[src/rtl/fcmp_pkg.sv]
package fcmp_pkg;

  // Strobes handed from control to datapath each cycle
  typedef struct packed {
    logic capture;   // latch a new comparison result
    logic trapEn;    // signaling flavour selected for this comparison
  } fcmpStrobe_t;

  // Condition flag bundle
  typedef struct packed {
    logic n;
    logic z;
    logic c;
    logic v;
  } fcmpFlags_t;

  typedef enum logic [1:0] {
    REL_LESS    = 2'd0,
    REL_EQUAL   = 2'd1,
    REL_GREATER = 2'd2,
    REL_UNORD   = 2'd3
  } fcmpRel_e;

  function automatic fcmpFlags_t relToFlags(fcmpRel_e rel);
    fcmpFlags_t f;
    f = '0;
    case (rel)
      REL_LESS:    f.n = 1'b1;
      REL_EQUAL:   begin f.z = 1'b1; f.c = 1'b1; end
      REL_GREATER: f.c = 1'b1;
      default:     begin f.c = 1'b1; f.v = 1'b1; end
    endcase
    return f;
  endfunction

endpackage

[src/rtl/fcmp_classify.sv]
module fcmp_classify #(
  parameter int EXP_W = 8,
  parameter int MAN_W = 23,
  localparam int WORD_W = 1 + EXP_W + MAN_W
) (
  input  logic [WORD_W-1:0] word,
  output logic              isNan,
  output logic              isZero,
  output logic [WORD_W-1:0] orderKey
);
  logic [EXP_W-1:0] expField;
  logic [MAN_W-1:0] manField;
  logic             signBit;

  assign signBit  = word[WORD_W-1];
  assign expField = word[MAN_W +: EXP_W];
  assign manField = word[MAN_W-1:0];

  assign isNan  = (&expField) && (|manField);
  assign isZero = ~|word[WORD_W-2:0];

  // Monotonic unsigned key: negatives invert entirely, positives flip sign bit
  assign orderKey = signBit ? ~word : {1'b1, word[WORD_W-2:0]};
endmodule

[src/rtl/fcmp_control.sv]
module fcmp_control
  import fcmp_pkg::*;
(
  input  logic        clk,
  input  logic        rstN,
  input  logic        cmpValid,
  input  logic        sigMode,
  output fcmpStrobe_t strobe,
  output logic        resValid
);
  always_comb begin
    strobe         = '0;
    strobe.capture = cmpValid;
    strobe.trapEn  = cmpValid & sigMode;
  end

  always_ff @(posedge clk) begin
    if (!rstN) resValid <= 1'b0;
    else       resValid <= cmpValid;
  end

  AST_VALID_FOLLOWS: assert property (@(posedge clk) disable iff (!rstN)
    cmpValid |=> resValid);
  AST_VALID_IDLE: assert property (@(posedge clk) disable iff (!rstN)
    !cmpValid |=> !resValid);
endmodule

[src/rtl/fcmp_datapath.sv]
module fcmp_datapath
  import fcmp_pkg::*;
#(
  parameter int EXP_W = 8,
  parameter int MAN_W = 23,
  localparam int WORD_W = 1 + EXP_W + MAN_W
) (
  input  logic              clk,
  input  logic              rstN,
  input  fcmpStrobe_t       strobe,
  input  logic [WORD_W-1:0] opA,
  input  logic [WORD_W-1:0] opB,
  output fcmpFlags_t        flags,
  output logic              excPulse
);
  logic [1:0]        nanVec;
  logic [1:0]        zeroVec;
  logic [WORD_W-1:0] keyVec [2];
  logic [WORD_W-1:0] wordVec [2];

  assign wordVec[0] = opA;
  assign wordVec[1] = opB;

  for (genvar i = 0; i < 2; i++) begin : g_cls
    fcmp_classify #(.EXP_W(EXP_W), .MAN_W(MAN_W)) u_cls (
      .word     (wordVec[i]),
      .isNan    (nanVec[i]),
      .isZero   (zeroVec[i]),
      .orderKey (keyVec[i])
    );
  end

  logic     unordered;
  fcmpRel_e relNext;

  assign unordered = |nanVec;

  always_comb begin
    if (unordered)                              relNext = REL_UNORD;
    else if ((&zeroVec) || keyVec[0] == keyVec[1]) relNext = REL_EQUAL;
    else if (keyVec[0] < keyVec[1])             relNext = REL_LESS;
    else                                        relNext = REL_GREATER;
  end

  always_ff @(posedge clk) begin
    if (!rstN) begin
      flags    <= '0;
      excPulse <= 1'b0;
    end else begin
      excPulse <= strobe.capture & strobe.trapEn & unordered;
      if (strobe.capture) flags <= relToFlags(relNext);
    end
  end

  AST_EXC_ONLY_TRAP: assert property (@(posedge clk) disable iff (!rstN)
    excPulse |-> $past(strobe.trapEn));
  AST_EXC_UNORD: assert property (@(posedge clk) disable iff (!rstN)
    excPulse |-> flags.v);
  AST_UNORD_SHAPE: assert property (@(posedge clk) disable iff (!rstN)
    flags.v |-> (flags.c && !flags.n && !flags.z));
  AST_ONE_RELATION: assert property (@(posedge clk) disable iff (!rstN)
    $onehot0({flags.n, flags.z, flags.v}));
  AST_FLAGS_HOLD: assert property (@(posedge clk) disable iff (!rstN)
    !strobe.capture |=> $stable(flags));
endmodule

[src/rtl/fcmp_unit.sv]
module fcmp_unit
  import fcmp_pkg::*;
#(
  parameter int EXP_W = 8,
  parameter int MAN_W = 23,
  localparam int WORD_W = 1 + EXP_W + MAN_W
) (
  input  logic              clk,
  input  logic              rstN,
  input  logic              cmpValid,
  input  logic              sigMode,
  input  logic [WORD_W-1:0] opA,
  input  logic [WORD_W-1:0] opB,
  output logic              flagN,
  output logic              flagZ,
  output logic              flagC,
  output logic              flagV,
  output logic              invalidExc,
  output logic              resValid
);
  fcmpStrobe_t strobe;
  fcmpFlags_t  flags;

  fcmp_control u_ctrl (
    .clk      (clk),
    .rstN     (rstN),
    .cmpValid (cmpValid),
    .sigMode  (sigMode),
    .strobe   (strobe),
    .resValid (resValid)
  );

  fcmp_datapath #(.EXP_W(EXP_W), .MAN_W(MAN_W)) u_dp (
    .clk      (clk),
    .rstN     (rstN),
    .strobe   (strobe),
    .opA      (opA),
    .opB      (opB),
    .flags    (flags),
    .excPulse (invalidExc)
  );

  assign flagN = flags.n;
  assign flagZ = flags.z;
  assign flagC = flags.c;
  assign flagV = flags.v;

  AST_EXC_NEEDS_VALID: assert property (@(posedge clk) disable iff (!rstN)
    invalidExc |-> resValid);
  AST_QUIET_SILENT: assert property (@(posedge clk) disable iff (!rstN)
    (cmpValid && !sigMode) |=> !invalidExc);
endmodule

[config.mk]
export PLATFORM = sky130hd
export DESIGN_NAME = fcmp_unit
export DESIGN_NICKNAME = d
export VERILOG_FILES = /design/src/rtl/fcmp_pkg.sv /design/src/rtl/fcmp_classify.sv /design/src/rtl/fcmp_control.sv /design/src/rtl/fcmp_datapath.sv /design/src/rtl/fcmp_unit.sv
export SDC_FILE = /design/constraint.sdc
export NUM_CORES = 1
export LEC_CHECK = 0
export BUFFER_PORTS_ARGS = -buffer_cell sky130_fd_sc_hd__buf_2
export CORE_MARGIN = 2
export CORE_UTILIZATION = 25
export CTS_BUF_LIST = sky130_fd_sc_hd__clkbuf_16
export CTS_CLUSTER_SIZE = 28
export DETAILED_ROUTE_END_ITERATION = 8
export GPL_TIMING_DRIVEN = 0
export SYNTH_ARGS = -nofsm -noshare
export SYNTH_HDL_FRONTEND = slang
export SYNTH_SLANG_ARGS = --single-unit
[constraint.sdc]
create_clock -name clk -period 3.4 [get_ports clk]
set_input_delay 0.68 -clock clk [delete_from_list [all_inputs] [get_ports clk]]
set_output_delay 0.68 -clock clk [all_outputs]
set_load 0.01 [all_outputs]
======== After elaboration in Yosys (flattened, before gate mapping) ========
Cells that the tools add are included.
Widths: inputs -> output; s select.
cells by class
  eq/ne operators ......................... 3
  magnitude comparators ................... 1
  reduce and logical (&&, ||, !) cells .... 15
  bitwise operators ....................... 5
  mux-type cells .......................... 9
operators with widths
  kind                count
  $mux 32             2
  $not 32->32         2
  $reduce_or 31->1    2
  $reduce_or 23->1    2
  $eq 32x32->1        1
  $lt 32x32->1        1
  $reduce_and 8->1    2
  $mux 2              3
  $mux 1              4
  $and 1x1->1         3
  $reduce_or 3->1     1
  $eq 2x1->1 const B  1
  $eq 2x2->1 const B  1
  $logic_and 1x1->1   2
  $logic_not 1->1     2
  $logic_not 2->1     1
  $reduce_and 2->1    1
  $reduce_or 2->1     1
  $logic_or 1x1->1    1
word-level totals
  output and inout bits ................... 6
  input bits .............................. 68
  register bits after elaboration ......... 6

======== Depth between registers and ports, before layout ========
  word-level depth ........................ 9
  mapped depth ............................ 10
  gate-level depth less buffers ........... 8

======== Cells and area by module ========
From an unflattened synthesis, not the netlist that was laid out.
second synthesis, totals
  cells, all modules ...................... 239
  area total of the unflattened synthesis .. 1875.5 µm²
by module, submodules not included
  module         instances  cells an instance  seq. area each (µm²)  area each (µm²)
  fcmp_datapath  1          131                100.1                 1024.7
  fcmp_classify  2          52                 0.0                   405.4
  fcmp_control   1          4                  20.0                  40.0

======== Worst setup path after synthesis ========
OpenSTA, ideal clock, no wires.
  kind .................................... input to register
  from .................................... in opB[31]
  to ...................................... reg, netlist name u_dp.flags[3]
  setup slack ............................. 0.578 ns
  arrival time ............................ 2.707 ns
  setup time .............................. 0.115 ns
  path buffers ............................ 2
  stages .................................. 10
  cell sequence ........................... clkbuf_1 > clkbuf_1 > xnor2_1 > ha_1 > nand4_1 > nor4_1 > nor3b_2 > a22o_1 > nor4_2 > a31o_1
on the way
  word-level cells in the longest chain between the ends .. 8
  elaborated cells between the ends (all ways) .. 10
  those cells by class .................... order compare: 1; eq/ne: 1; mux: 5; bitwise: 1; reduce/logical: 2
RTL lines
  element                                              line                                      text
  from (decl)                                          fcmp_unit.sv:13                           input logic [WORD_W-1:0] opB,
  $not 32->32                                          fcmp_classify.sv:23                       assign orderKey = signBit ? ~word : {1'b1, word[WORD_W-2:0]};
  $mux 32 (*)                                          fcmp_classify.sv:23
  $lt 32x32->1 / $eq 32x32->1 (equally long branches)  fcmp_datapath.sv:41, fcmp_datapath.sv:40
  $mux 2 / $logic_or 1x1->1 (equally long branches)    fcmp_datapath.sv:41, fcmp_datapath.sv:40
  $mux 2 (*)                                           fcmp_datapath.sv:40                       else if ((&zeroVec) || keyVec[0] == keyVec[1]) relNext = REL_EQUAL;
  $mux 2 (*)                                           fcmp_datapath.sv:39                       if (unordered) relNext = REL_UNORD;
  $logic_not 2->1 (*)                                  fcmp_pkg.sv:27                            case (rel)
  $mux 1 (*)                                           fcmp_pkg.sv:27
Every way passes the cells marked *; elsewhere a longest branch is shown, timed or not.
A chain may end at the register's enable or synchronous reset.

======== Final worst setup path ========
  from .................................... in opB[31]
  to ...................................... reg, netlist name u_dp.flags[3]
on the way
  word-level cells in the longest chain between the ends .. 8
  elaborated cells between the ends (all ways) .. 10
  those cells by class .................... order compare: 1; eq/ne: 1; mux: 5; bitwise: 1; reduce/logical: 2
RTL lines
  element                                              line
  $not 32->32                                          fcmp_classify.sv:23
  $mux 32 (*)                                          fcmp_classify.sv:23
  $lt 32x32->1 / $eq 32x32->1 (equally long branches)  fcmp_datapath.sv:41, fcmp_datapath.sv:40
  $mux 2 / $logic_or 1x1->1 (equally long branches)    fcmp_datapath.sv:41, fcmp_datapath.sv:40
  $mux 2 (*)                                           fcmp_datapath.sv:40
  $mux 2 (*)                                           fcmp_datapath.sv:39
  $logic_not 2->1 (*)                                  fcmp_pkg.sv:27
  $mux 1 (*)                                           fcmp_pkg.sv:27
Marks and branches as above.

==> impl_metrics.yaml <==
routing:
  drc: 0
  routed_wl_mm: 4.81
  ant_nets: 0
  vias: 1723
  drtIter0Drc: 36
  post_drt_via_cell_ratio: 4.87
  drt-pass1-iter-count: 4
  wl_per_cell_um: 13.6
worst_hold_path:
  min_from: "u_dp.flags[2]"
  worst_hold_path.endpoint: "u_dp.flags[2]"
  holdPathStages: 2
  hp-class: "reg -> reg"
clock_tree:
  clk_pin_slew_ns: 0.03
  ctsHoldBuffers: 0
  cts-htree-levels: 1
  worstSkewPairLatency_ns: 0.23
  cts.sinks: 6
  cts_root_buf: "clkbuf_16"
  clockBufferDepth: 2
  cts_tree: "yes"
  cts_buffers: 3
pwr:
  leakage_nw: 0.985
  ir_drop_uv: 316
  p_per_area_nw_per_um2: 255
sta:
  setup_viol: 0
  finClkSkew_ns: 0
  fmax_mhz: 340
  worst_pin_slew_ns: 0.700
  setup_tns_ns: 0
  rsz0062_at_grt: "no"
  finalCriticalPeriod_ns: 2.94
  finalHoldViolCount: 0
  slew_headroom_pct: 53.3
  finalCritPeriodShare_pct: 86.5
  finalMaxSlewViolations: 0
worst_setup_path:
  endpoint_kind: "flop"
  critPathLaunchType: "primary input"
  rr_startpoint: "u_dp.flags[3]"
  reg2regPathDepth: 3
  worstPathArrival_ns: 3.11
  cp_max_fo: 10
  rr_endpoint: "u_dp.flags[3]"
  cp.required_ns: 3.57
  rrSetupSlack_ns: 2.74
  crit_type: "in -> reg"
final_layout:
  fillCellCount: 732
  nets: 379
  seqCellArea_sq_um: 120
  multi_input_area_sq_um: 1510
  fin_area_sq_um: 2200
  utilization_pct: 34.4
  drive_above_1_share_pct: 31.4
  areaGrowthSynthToFinish_pct: 32.0
  n_antenna_cell: 0
run:
  cap_violations: 0
yosys:
  syn_inst: 202
  ys_ff_latch: 6
  syn_area_sq_um: 1660
  ys_types: 36
  ys.flop_type: "dfxtp_1"
  synth_edf_count: 0
  async_reset_ff_share_pct: 0
  avgSynthCellArea_sq_um: 8.24
  synth_warnings: 0
  synth_nets: 302
  synth.yosys.seq_area_share_pct: 7.22
grt:
  grt_pass1_wl_mm: 7.94
  antenna_found_initial: 0
  grt_max_degree: 11
  first_global_vias: 1749
  gr-total-overflow: 0
  track_usage_pct: 13.1
outcome:
  outcome: "complete, no violations"
place:
  gp_congestion: 0.806
  place_area_sq_um: 2120
  hpwl_mm: 4.24
  io_buffers: 72
floorplanning:
  die_h_um: 85.6
  io_pins: 74
  start_util_pct: 26.1
  die_area_sq_um: 7320
  die_w_um: 85.6
  num_rows: 29
  core_area_sq_um: 6390
==> metal layers <==
layer	track usage [%]	vias up	wire (um)	share of wire, %
met5	0	-	0	0
met4	0.866	0	0	0
met3	2.41	0	287	6.0
met2	22.5	54	2210	46
met1	17.8	769	2320	48
li1	-	900	-	-
==> cell usage in the layout, fill, tap and decap left out, drive strengths merged, types with 2 or more instances in the layout <==
| master | count |
|---|---|
| nor4 | 17 |
| clkbuf | 7 |
| ha | 32 |
| a21oi | 15 |
| o21ai | 5 |
| nand2 | 12 |
| buf | 76 |
| nand3 | 4 |
| nor3 | 3 |
| nor2 | 4 |
| dfxtp | 6 |
| nor2b | 2 |
| xor2 | 31 |
| xnor2 | 31 |
| nand4 | 13 |
| nand2b | 2 |
==> report_power, final <==
| part | leakage, nW | switching (mW) | internal (mW) | total (mW) |
|---|---|---|---|---|
| registers | 0.0493 | 0.00130 | 0.0744 | 0.0757 |
| clock network | 0.0370 | 0.0368 | 0.151 | 0.187 |
| logic | 0.899 | 0.156 | 0.140 | 0.296 |
==> cells by family (layout without fill, tap and decap cells) <==
kind of cell / Yosys count / count (layout) / synth area share, %
AOI/OAI and AO/OA: 31 / 31 / 11.7
xor gates and xnor gates: 62 / 62 / 32.6
adders and majority gates: 32 / 32 / 24.1
buffers and inverters: 9 / 84 / 2.33
DFF: 6 / 6 / 7.22
and+or+nand+nor: 62 / 62 / 22.0
==> critical path, stage by stage <==
cell	delay (ns)
buf_2	0.09
clkbuf_1	0.17
clkbuf_1	0.57
xnor2_1	0.20
ha_1	0.29
a21oi_1	0.16
nand2_1	0.07
a221o_1	0.34
o31ai_1	0.36
a31o_1	0.19
==> repair_timing <==
action                     CTS  global route
setup endpoints to repair    0             1
gates resized for setup      0             2
setup buffers                0             0
==> state kept, by name (all words and copies together) (netlist names) <==
register / count
u_ctrl.resValid: 1
u_dp.excPulse: 1
u_dp.flags: 4
==> stage by stage <==
stage	hold slack, ns	total power, mW	worst slack [ns]	cells
6_report	0.461	0.560	0.460	354
5_1_grt	0.503	0.610	0.258	354
4_1_cts	0.462	0.567	0.244	354
3_5_place_dp	0.455	0.372	0.00985	351
3_3_place_gp	0.466	0.368	0.0108	351
2_1_floorplan	0.488	0.268	0.578	202
==> synthesized netlist by cell type, types with 2 or more instances <==
cell type  instances  area share, %
nor2_1             3           0.68
nand2b_1           2           0.75
nand4_1           13            4.9
nor4_1            15            5.6
nor2b_1            2           0.75
nor4_2             2            1.5
nand2_1           11            2.5
a21oi_1           15            4.5
buf_2              4            1.2
xor2_1            31             16
nor3_1             3           0.90
o21ai_0            5            1.5
nand3_1            4            1.2
dfxtp_1            6            7.2
xnor2_1           31             16
ha_1              32             24
clkbuf_1           4           0.90
==> area by class of cell <==
class / instances / share of cell area (%)
inverter: 1 / 0.171
sequential: 6 / 5.47
buffer: 8 / 1.65
tap: 77 / 4.38
timing repair buffer: 72 / 16.4
clock buffer: 3 / 3.42
multi-input combinational: 187 / 68.5
==> worst max-delay path by stage <==
stage | slack (ns) | startpoint | to
final | 0.46 | opB[31] | u_dp.flags[3]
after global routing | 0.26 | opB[31] | u_dp.flags[3]
after CTS | 0.24 | opB[31] | u_dp.flags[3]
after detailed placement | 0.01 | opB[31] | u_dp.flags[3]
after global placement | 0.01 | opB[31] | u_dp.flags[3]
after floorplan | 0.58 | opB[31] | u_dp.flags[3]
Note: power is estimated with default switching activity, not from simulation.
